$ cat config.mk
export PLATFORM = sky130hd
export DESIGN_NAME = arx_receiver
export DESIGN_NICKNAME = d
export VERILOG_FILES = /design/src/rtl/arx_pkg.sv /design/src/rtl/arx_sampler.sv /design/src/rtl/arx_assembler.sv /design/src/rtl/arx_fifo.sv /design/src/rtl/arx_receiver.sv
export SDC_FILE = /design/constraint.sdc
export NUM_CORES = 2
export LEC_CHECK = 0
export BUFFER_PORTS_ARGS = -buffer_cell sky130_fd_sc_hd__buf_2
export CAP_MARGIN = 20
export CELL_PAD_IN_SITES_DETAIL_PLACEMENT = 1
export CELL_PAD_IN_SITES_GLOBAL_PLACEMENT = 1
export CORE_MARGIN = 3
export CORE_UTILIZATION = 49
export CTS_CLUSTER_DIAMETER = 40
export CTS_CLUSTER_SIZE = 40
export DETAILED_ROUTE_END_ITERATION = 16
export GPL_TIMING_DRIVEN = 0
export PLACE_DENSITY = 0.82
export SYNTH_ARGS = -nofsm -noshare
export SYNTH_HDL_FRONTEND = slang
export SYNTH_SLANG_ARGS = --single-unit
$ cat constraint.sdc
create_clock -name clk -period 7.4 [get_ports clk]
set_input_delay 0.74 -clock clk [delete_from_list [all_inputs] [get_ports clk]]
set_output_delay 0.74 -clock clk [all_outputs]
set_load 0.02 [all_outputs]
$ cat src/rtl/arx_pkg.sv
package arx_pkg;

    localparam int WORD_BITS = 32;
    localparam int CFG_W     = 16;
    localparam int LABEL_W   = 8;

    typedef enum logic [1:0] {
        SYM_NULL = 2'd0,
        SYM_ONE  = 2'd1,
        SYM_ZERO = 2'd2,
        SYM_BAD  = 2'd3
    } sym_t;

    typedef struct packed {
        logic [10:0] spare;
        logic        want_b10;
        logic        want_b9;
        logic        b910_chk;
        logic        lbl_chk;
        logic        slow;
    } ctrl_t;

    function automatic sym_t classify(input logic one, input logic zero);
        case ({one, zero})
            2'b10:   return SYM_ONE;
            2'b01:   return SYM_ZERO;
            2'b00:   return SYM_NULL;
            default: return SYM_BAD;
        endcase
    endfunction

    function automatic logic word_ok(input ctrl_t c, input logic [WORD_BITS-1:0] w,
                                     input logic lbl_hit);
        logic ok;
        ok = 1'b1;
        if (c.b910_chk && (w[8] != c.want_b9 || w[9] != c.want_b10)) ok = 1'b0;
        if (c.lbl_chk && !lbl_hit) ok = 1'b0;
        return ok;
    endfunction

endpackage

$ cat src/rtl/arx_sampler.sv
module arx_sampler
    import arx_pkg::*;
#(
    parameter int FAST_DIV  = 4,
    parameter int SLOW_MULT = 8,
    parameter int SPB       = 10
) (
    input  logic clk,
    input  logic rst,
    input  logic slow,
    input  logic line_one,
    input  logic line_zero,
    output logic bit_stb,
    output logic bit_val,
    output logic gap_det,
    output logic bad_det
);
    localparam int HALF     = SPB / 2;
    localparam int SLOW_DIV = FAST_DIV * SLOW_MULT;
    localparam int DW       = $clog2(SLOW_DIV + 1);

    logic [1:0]    one_s, zero_s;
    logic [DW-1:0] div_q, lim;
    logic          tick, eval_q;
    sym_t          win_q [SPB];

    assign lim  = slow ? DW'(SLOW_DIV - 1) : DW'(FAST_DIV - 1);
    assign tick = (div_q >= lim);

    always_ff @(posedge clk) begin
        if (rst) begin
            one_s  <= '0;
            zero_s <= '0;
            div_q  <= '0;
            eval_q <= 1'b0;
            for (int i = 0; i < SPB; i++) win_q[i] <= SYM_BAD;
        end else begin
            one_s  <= {one_s[0], line_one};
            zero_s <= {zero_s[0], line_zero};
            div_q  <= tick ? '0 : div_q + 1'b1;
            eval_q <= tick;
            if (tick) begin
                win_q[0] <= classify(one_s[1], zero_s[1]);
                for (int i = 1; i < SPB; i++) win_q[i] <= win_q[i-1];
            end
        end
    end

    // index 0 is the newest sample; lower half newer, upper half older
    always_comb begin
        logic low_null, new_null, up_null, up_one, up_zero;
        low_null = 1'b1;
        for (int i = 0; i < HALF; i++)
            if (win_q[i] != SYM_NULL) low_null = 1'b0;
        new_null = 1'b1;
        up_null  = 1'b1;
        up_one   = 1'b1;
        up_zero  = 1'b1;
        for (int k = 0; k < 3; k++) begin
            if (win_q[k] != SYM_NULL)        new_null = 1'b0;
            if (win_q[HALF+k] != SYM_NULL)   up_null  = 1'b0;
            if (win_q[HALF+k] != SYM_ONE)    up_one   = 1'b0;
            if (win_q[HALF+k] != SYM_ZERO)   up_zero  = 1'b0;
        end
        bit_stb = eval_q && low_null && (up_one || up_zero);
        bit_val = up_one;
        gap_det = eval_q && new_null && up_null;
        bad_det = eval_q && (win_q[0] == SYM_BAD);
    end

endmodule

$ cat src/rtl/arx_assembler.sv
module arx_assembler
    import arx_pkg::*;
(
    input  logic                 clk,
    input  logic                 rst,
    input  logic                 bit_stb,
    input  logic                 bit_val,
    input  logic                 gap_det,
    input  logic                 bad_det,
    output logic                 word_stb,
    output logic [WORD_BITS-1:0] word
);
    localparam int CW = $clog2(WORD_BITS);

    typedef enum logic {HUNT, LIVE} asm_st_t;

    asm_st_t      st_q;
    logic [CW-1:0] cnt_q;

    always_ff @(posedge clk) begin
        if (rst) begin
            st_q     <= HUNT;
            cnt_q    <= '0;
            word     <= '0;
            word_stb <= 1'b0;
        end else begin
            word_stb <= 1'b0;
            if (bad_det) begin
                st_q  <= HUNT;
                cnt_q <= '0;
            end else if (gap_det) begin
                st_q  <= LIVE;
                cnt_q <= '0;
            end else if (bit_stb && st_q == LIVE) begin
                word[cnt_q] <= bit_val;
                if (cnt_q == CW'(WORD_BITS - 1)) begin
                    word_stb <= 1'b1;
                    st_q     <= HUNT;
                    cnt_q    <= '0;
                end else begin
                    cnt_q <= cnt_q + 1'b1;
                end
            end
        end
    end

endmodule

$ cat src/rtl/arx_fifo.sv
module arx_fifo #(
    parameter int W     = 32,
    parameter int DEPTH = 32
) (
    input  logic                       clk,
    input  logic                       rst,
    input  logic                       push,
    input  logic [W-1:0]               din,
    input  logic                       pop,
    output logic [W-1:0]               dout,
    output logic [$clog2(DEPTH+1)-1:0] fill
);
    localparam int AW = $clog2(DEPTH);
    localparam int FW = $clog2(DEPTH + 1);

    logic [W-1:0]  mem_q [DEPTH];
    logic [AW-1:0] wp_q, rp_q;
    logic          do_push, do_pop;

    assign do_push = push && (fill != FW'(DEPTH));
    assign do_pop  = pop && (fill != '0);
    assign dout    = mem_q[rp_q];

    always_ff @(posedge clk) begin
        if (rst) begin
            wp_q <= '0;
            rp_q <= '0;
            fill <= '0;
        end else begin
            if (do_push) begin
                mem_q[wp_q] <= din;
                wp_q <= (wp_q == AW'(DEPTH - 1)) ? '0 : wp_q + 1'b1;
            end
            if (do_pop)
                rp_q <= (rp_q == AW'(DEPTH - 1)) ? '0 : rp_q + 1'b1;
            fill <= fill + FW'(do_push) - FW'(do_pop);
        end
    end

endmodule

$ cat src/rtl/arx_receiver.sv
module arx_receiver
    import arx_pkg::*;
#(
    parameter int FAST_DIV  = 4,
    parameter int SLOW_MULT = 8,
    parameter int DEPTH     = 32
) (
    input  logic               clk,
    input  logic               rst,
    input  logic               line_one,
    input  logic               line_zero,
    input  logic               cfg_wr,
    input  logic [CFG_W-1:0]   cfg_wdata,
    output logic [CFG_W-1:0]   cfg_rdata,
    input  logic               lbl_wr,
    input  logic [LABEL_W-1:0] lbl_addr,
    input  logic               lbl_set,
    input  logic               rd_sel,
    input  logic               rd_en,
    output logic [15:0]        rd_data,
    output logic               data_ready
);
    localparam int LABELS = 1 << LABEL_W;
    localparam int FW     = $clog2(DEPTH + 1);

    ctrl_t                 cfg_q;
    logic [LABELS-1:0]     lbl_map_q;
    logic                  bit_stb, bit_val, gap_det, bad_det;
    logic                  word_stb, push, pop;
    logic [WORD_BITS-1:0]  word, head;
    logic [FW-1:0]         fill_cnt;

    always_ff @(posedge clk) begin
        if (rst) begin
            cfg_q     <= '0;
            lbl_map_q <= '0;
        end else begin
            if (cfg_wr) cfg_q <= ctrl_t'(cfg_wdata);
            if (lbl_wr) lbl_map_q[lbl_addr] <= lbl_set;
        end
    end

    assign cfg_rdata = cfg_q;

    arx_sampler #(.FAST_DIV(FAST_DIV), .SLOW_MULT(SLOW_MULT), .SPB(10)) smp_i (
        .clk, .rst, .slow(cfg_q.slow), .line_one, .line_zero,
        .bit_stb, .bit_val, .gap_det, .bad_det
    );

    arx_assembler asm_i (
        .clk, .rst, .bit_stb, .bit_val, .gap_det, .bad_det, .word_stb, .word
    );

    assign push = word_stb && word_ok(cfg_q, word, lbl_map_q[word[LABEL_W-1:0]]);
    assign pop  = rd_en && rd_sel;

    arx_fifo #(.W(WORD_BITS), .DEPTH(DEPTH)) fifo_i (
        .clk, .rst, .push, .din(word), .pop, .dout(head), .fill(fill_cnt)
    );

    assign data_ready = (fill_cnt != '0);
    assign rd_data    = rd_sel ? head[31:16] : head[15:0];

endmodule

==> results.cfg <==
[outcome]
outcome = completed

[logic_synthesis]
synthDominantCellAreaShare_pct = 56.2
synth_seq_cells = 1383
synth_edf_count = 1040
synth_warnings = 0
synth_seq_area_share_pct = 68.6
async_flop_share_pct = 0
ys_types = 56
synth_fp_nets = 3486
synthTopCellsByArea = edfxtp_1 56%, mux4_2 16%, dfxtp_1 12%
syn_inst = 3427
synth_area_sq_um = 55600
synth_top_flop_cell = edfxtp_1
yosys.area.top_type = edfxtp_1
synth_area_per_cell_sq_um = 16.2

[final_layout]
drive_gt1_share_pct = 25.7
syn2layout_area_growth_pct = 18.4
multi_input_area_sq_um = 16500
n_antenna_cell = 0
area.sequential_sq_um = 38100
n_fill_cell = 10200
fin_cells = 5485
fin_nets = 3919

[placed_design]
placed_cells = 5144
dpl.hpwl_mm = 121
numPortBuffers = 62
place_congestion = 0.916
dp_slack_ns = 0.724

[clocking]
ctsResizeCount = 0
cts.path.max_buffers = 3
cts_made_buffers = 161
clock_latency_ns = 0.81
clk_pin_slew_ns = 0.06
clock-sinks = 1383
cts_root_buf = clkbuf_16
cts_tree = yes
post-cts-setup-buffer-count = 0
htreeDepth = 4
ctsHoldBuffers = 0

[route]
vias = 37600
drc = 0
drtAntennaViolNets = 0
dr.pass1.iters = 6
first_iter_violations = 5457
totalWireLength_mm = 206
wl_per_cell_um = 37.5
vias_per_cell = 6.86

[sta]
final.min_clock_period_ns = 6.63
maxSlewViolCount = 0
fmax_ghz = 0.151
setup_viol = 0
relSlewSlack_pct = 17.9
rsz0062_at_grt = no
fin_skew_ns = 0.0640
worst_slack_ns = 0.771
hold_viol = 0
finalCritPeriodShare_pct = 89.6
worst_pin_slew_ns = 1.22

[critical_path]
reg2reg_to = fifo_i.mem_q[17][26]$_DFFE_PP_
critPathLaunchType = flop
end_kind = flop
r2r_cells = 14
cp_slowest_cell = nor4_2
cpMostUsedCell = buf_4
path_max_fanout = 34
worstSetupPathType = reg -> reg
rr_startpoint = asm_i.word[4]$_SDFFE_PP0P_
max_stage_delay_ns = 0.92
cp.required_ns = 7.88
regToRegSetupSlack_ns = 0.77
cp_data_arrival_time_ns = 7.11
cp_cell_sequence = buf_4 > buf_4 > clkbuf_1 > mux2i_1 > a22oi_1 > a211oi_1 > a2111oi_1 > a2111o_1 > nand2b_2 > buf_2 > nor4_2 > buf_4 > buf_4 > buf_4

[pwr]
switching_share_pct = 25.1
vdd_drop_max_v = 0.000223
p_per_area_nw_per_um2 = 278
power.leakage_uw = 0.0208
p_total_uw = 18300
power_frac_seq_pct = 45.2
combPwrFrac_pct = 7.7
pwr-share-clk_pct = 47.1
p_int_uw = 13700
p_switching_uw = 4590

[global_route]
grt_max_degree = 38
grt_pass1_vias = 38200
grt_usage_pct = 32.8
grt_overflow = 0
grt_pass1_wl_mm = 276
antenna_found_initial = 6

[floorplanning]
row_count = 122
io_pins = 66
initial_core_util_pct = 49.8
core_sq_um = 112000
fp.dieH_um = 343
dieArea_sq_um = 117000
die_w_um = 343

[hold_path]
hp-start = line_zero
holdPathEnd = smp_i.zero_s[0]$_SDFF_PP0_
hold_path_class = in -> reg
holdPathStages = 2

[flow_run]
drv_cap = 0
flip-flops by register name (all words and copies together), names as in the netlist, 2 cells and up, named ones only:
signal and cells:
smp_i.one_s 2, asm_i.cnt_q 5, smp_i.div_q 6, lbl_map_q 256, asm_i.word 32, smp_i.win_q 16
smp_i.zero_s 2, fifo_i.rp_q 5, fifo_i.fill 6, fifo_i.mem_q 1024, cfg_rdata 16, fifo_i.wp_q 5
power by group through the flow:
stage | clock [uW] | combinational [uW] | sequential (uW)
floorplan | 0 | 827 | 8440
global placement | 0 | 1190 | 8430
detailed placement | 0 | 1260 | 8440
CTS | 8480 | 1310 | 8270
global route | 8910 | 1450 | 8270
finish | 8610 | 1400 | 8270
logic make-up after synthesis:
kind of cell / after synthesis / share of synthesized area [%]
XOR/XNOR: 12 / 0.189
adder cells (fa/ha/maj): 26 / 0.599
multiplexers: 452 / 17.2
AND/OR/NAND/NOR: 696 / 6.17
AO/OA/AOI/OAI: 555 / 5.13
buffers and inverters: 303 / 2.15
flip-flops: 1383 / 68.6
critical path: cells and delay by family (launching register included):
kind | cells | cell delay, ns
AO/OA/AOI/OAI | 4 | 1.49
AND/OR/NAND/NOR | 2 | 1.06
multiplexers | 1 | 0.24
flip-flops | 1 | 0.88
buffers and inverters | 7 | 2.62
per-layer routing:
| metal | track usage (%) | up-vias | share of wire [%] |
|---|---|---|---|
| li1 | - | 14400 | - |
| met5 | 0 | - | 0.019 |
| met1 | 40.0 | 19300 | 33 |
| met2 | 54.6 | 3059 | 49 |
| met4 | 17.9 | 6 | 7.6 |
| met3 | 7.29 | 828 | 11 |
final cells by class:
type                    instances  share of cell area [%]
plain buffers                 281                    1.69
clock buffers                 182                    6.53
clock inverters               118                    2.09
inverters                      22                   0.125
multi-input cells            1741                    25.0
flip-flops and latches       1383                    57.9
well taps                    1488                    2.83
repair buffers                270                    3.82
through the flow:
stage	hold WS, ns	cell area (sq um)	utilization [%]	TNS, ns
after CTS	0.154	65000	58.3	0
after global placement	0.420	57700	51.8	-4091.05
after global routing	0.198	65800	59.0	0
final	0.190	65800	59.0	0
after detailed placement	0.429	59400	53.2	0
after floorplan	0.414	55600	-	0
cell usage in the layout, fill, tap and decap left out, types with 12 or more instances in the layout:
cell and n:
buf_16 16, buf_6 17, nor4b_2 14, inv_6 24
buf_2 75, buf_8 32, mux4_2 402, bufinv_16 16
o21ai_0 237, inv_1 19, buf_4 149, nor3_1 23
clkbuf_16 167, ha_1 25, dfxtp_1 336, and2_0 14
mux2i_1 42, edfxtp_1 1040, clkbuf_1 237, clkinv_2 18
clkinvlp_4 18, nor4_2 15, nand3_1 299, a21oi_1 291
nor2_1 78, nand2b_1 27, clkinv_1 12, clkinv_8 12
buf_1 30, nand2_1 165, nor2b_1 16
Yosys cell counts (2+ instances only):
cell type	number
o22ai_1	4
buf_1	30
nand2_1	165
mux2_2	7
nor3b_1	5
and2_0	14
nor2_1	78
clkbuf_1	228
buf_2	12
edfxtp_1	1040
nor3_1	23
buf_4	8
a2111oi_0	2
xor2_1	6
nand3b_1	6
a211oi_1	3
xnor2_1	6
clkinv_1	2
inv_1	19
o31ai_1	2
ha_1	25
dfxtp_1	343
nand2b_1	27
nor4_1	20
o21ai_0	237
and3_1	7
nand4_1	3
and3b_1	3
or4b_2	2
and2_1	6
a31oi_1	6
mux4_2	402
a21oi_1	291
and4b_1	4
nor2b_1	16
nand3_1	299
clkbuf_2	2
mux2i_1	42
nor4b_1	14
a22oi_1	2
how the worst max path moves through the flow:
stage	start	depth (start not counted)	to
5_1_grt	asm_i.word[4]$_SDFFE_PP0P_	14	fifo_i.mem_q[17][26]$_DFFE_PP_
3_5_place_dp	asm_i.word[0]$_SDFFE_PP0P_	15	fifo_i.mem_q[7][17]$_DFFE_PP_
6_report	asm_i.word[4]$_SDFFE_PP0P_	14	fifo_i.mem_q[17][26]$_DFFE_PP_
2_1_floorplan	asm_i.word[0]$_SDFFE_PP0P_	12	fifo_i.mem_q[14][0]$_DFFE_PP_
4_1_cts	asm_i.word[0]$_SDFFE_PP0P_	15	fifo_i.mem_q[7][19]$_DFFE_PP_
3_3_place_gp	asm_i.word[4]$_SDFFE_PP0P_	11	fifo_i.mem_q[3][17]$_DFFE_PP_
Note: power is estimated with default switching activity, not from simulation.
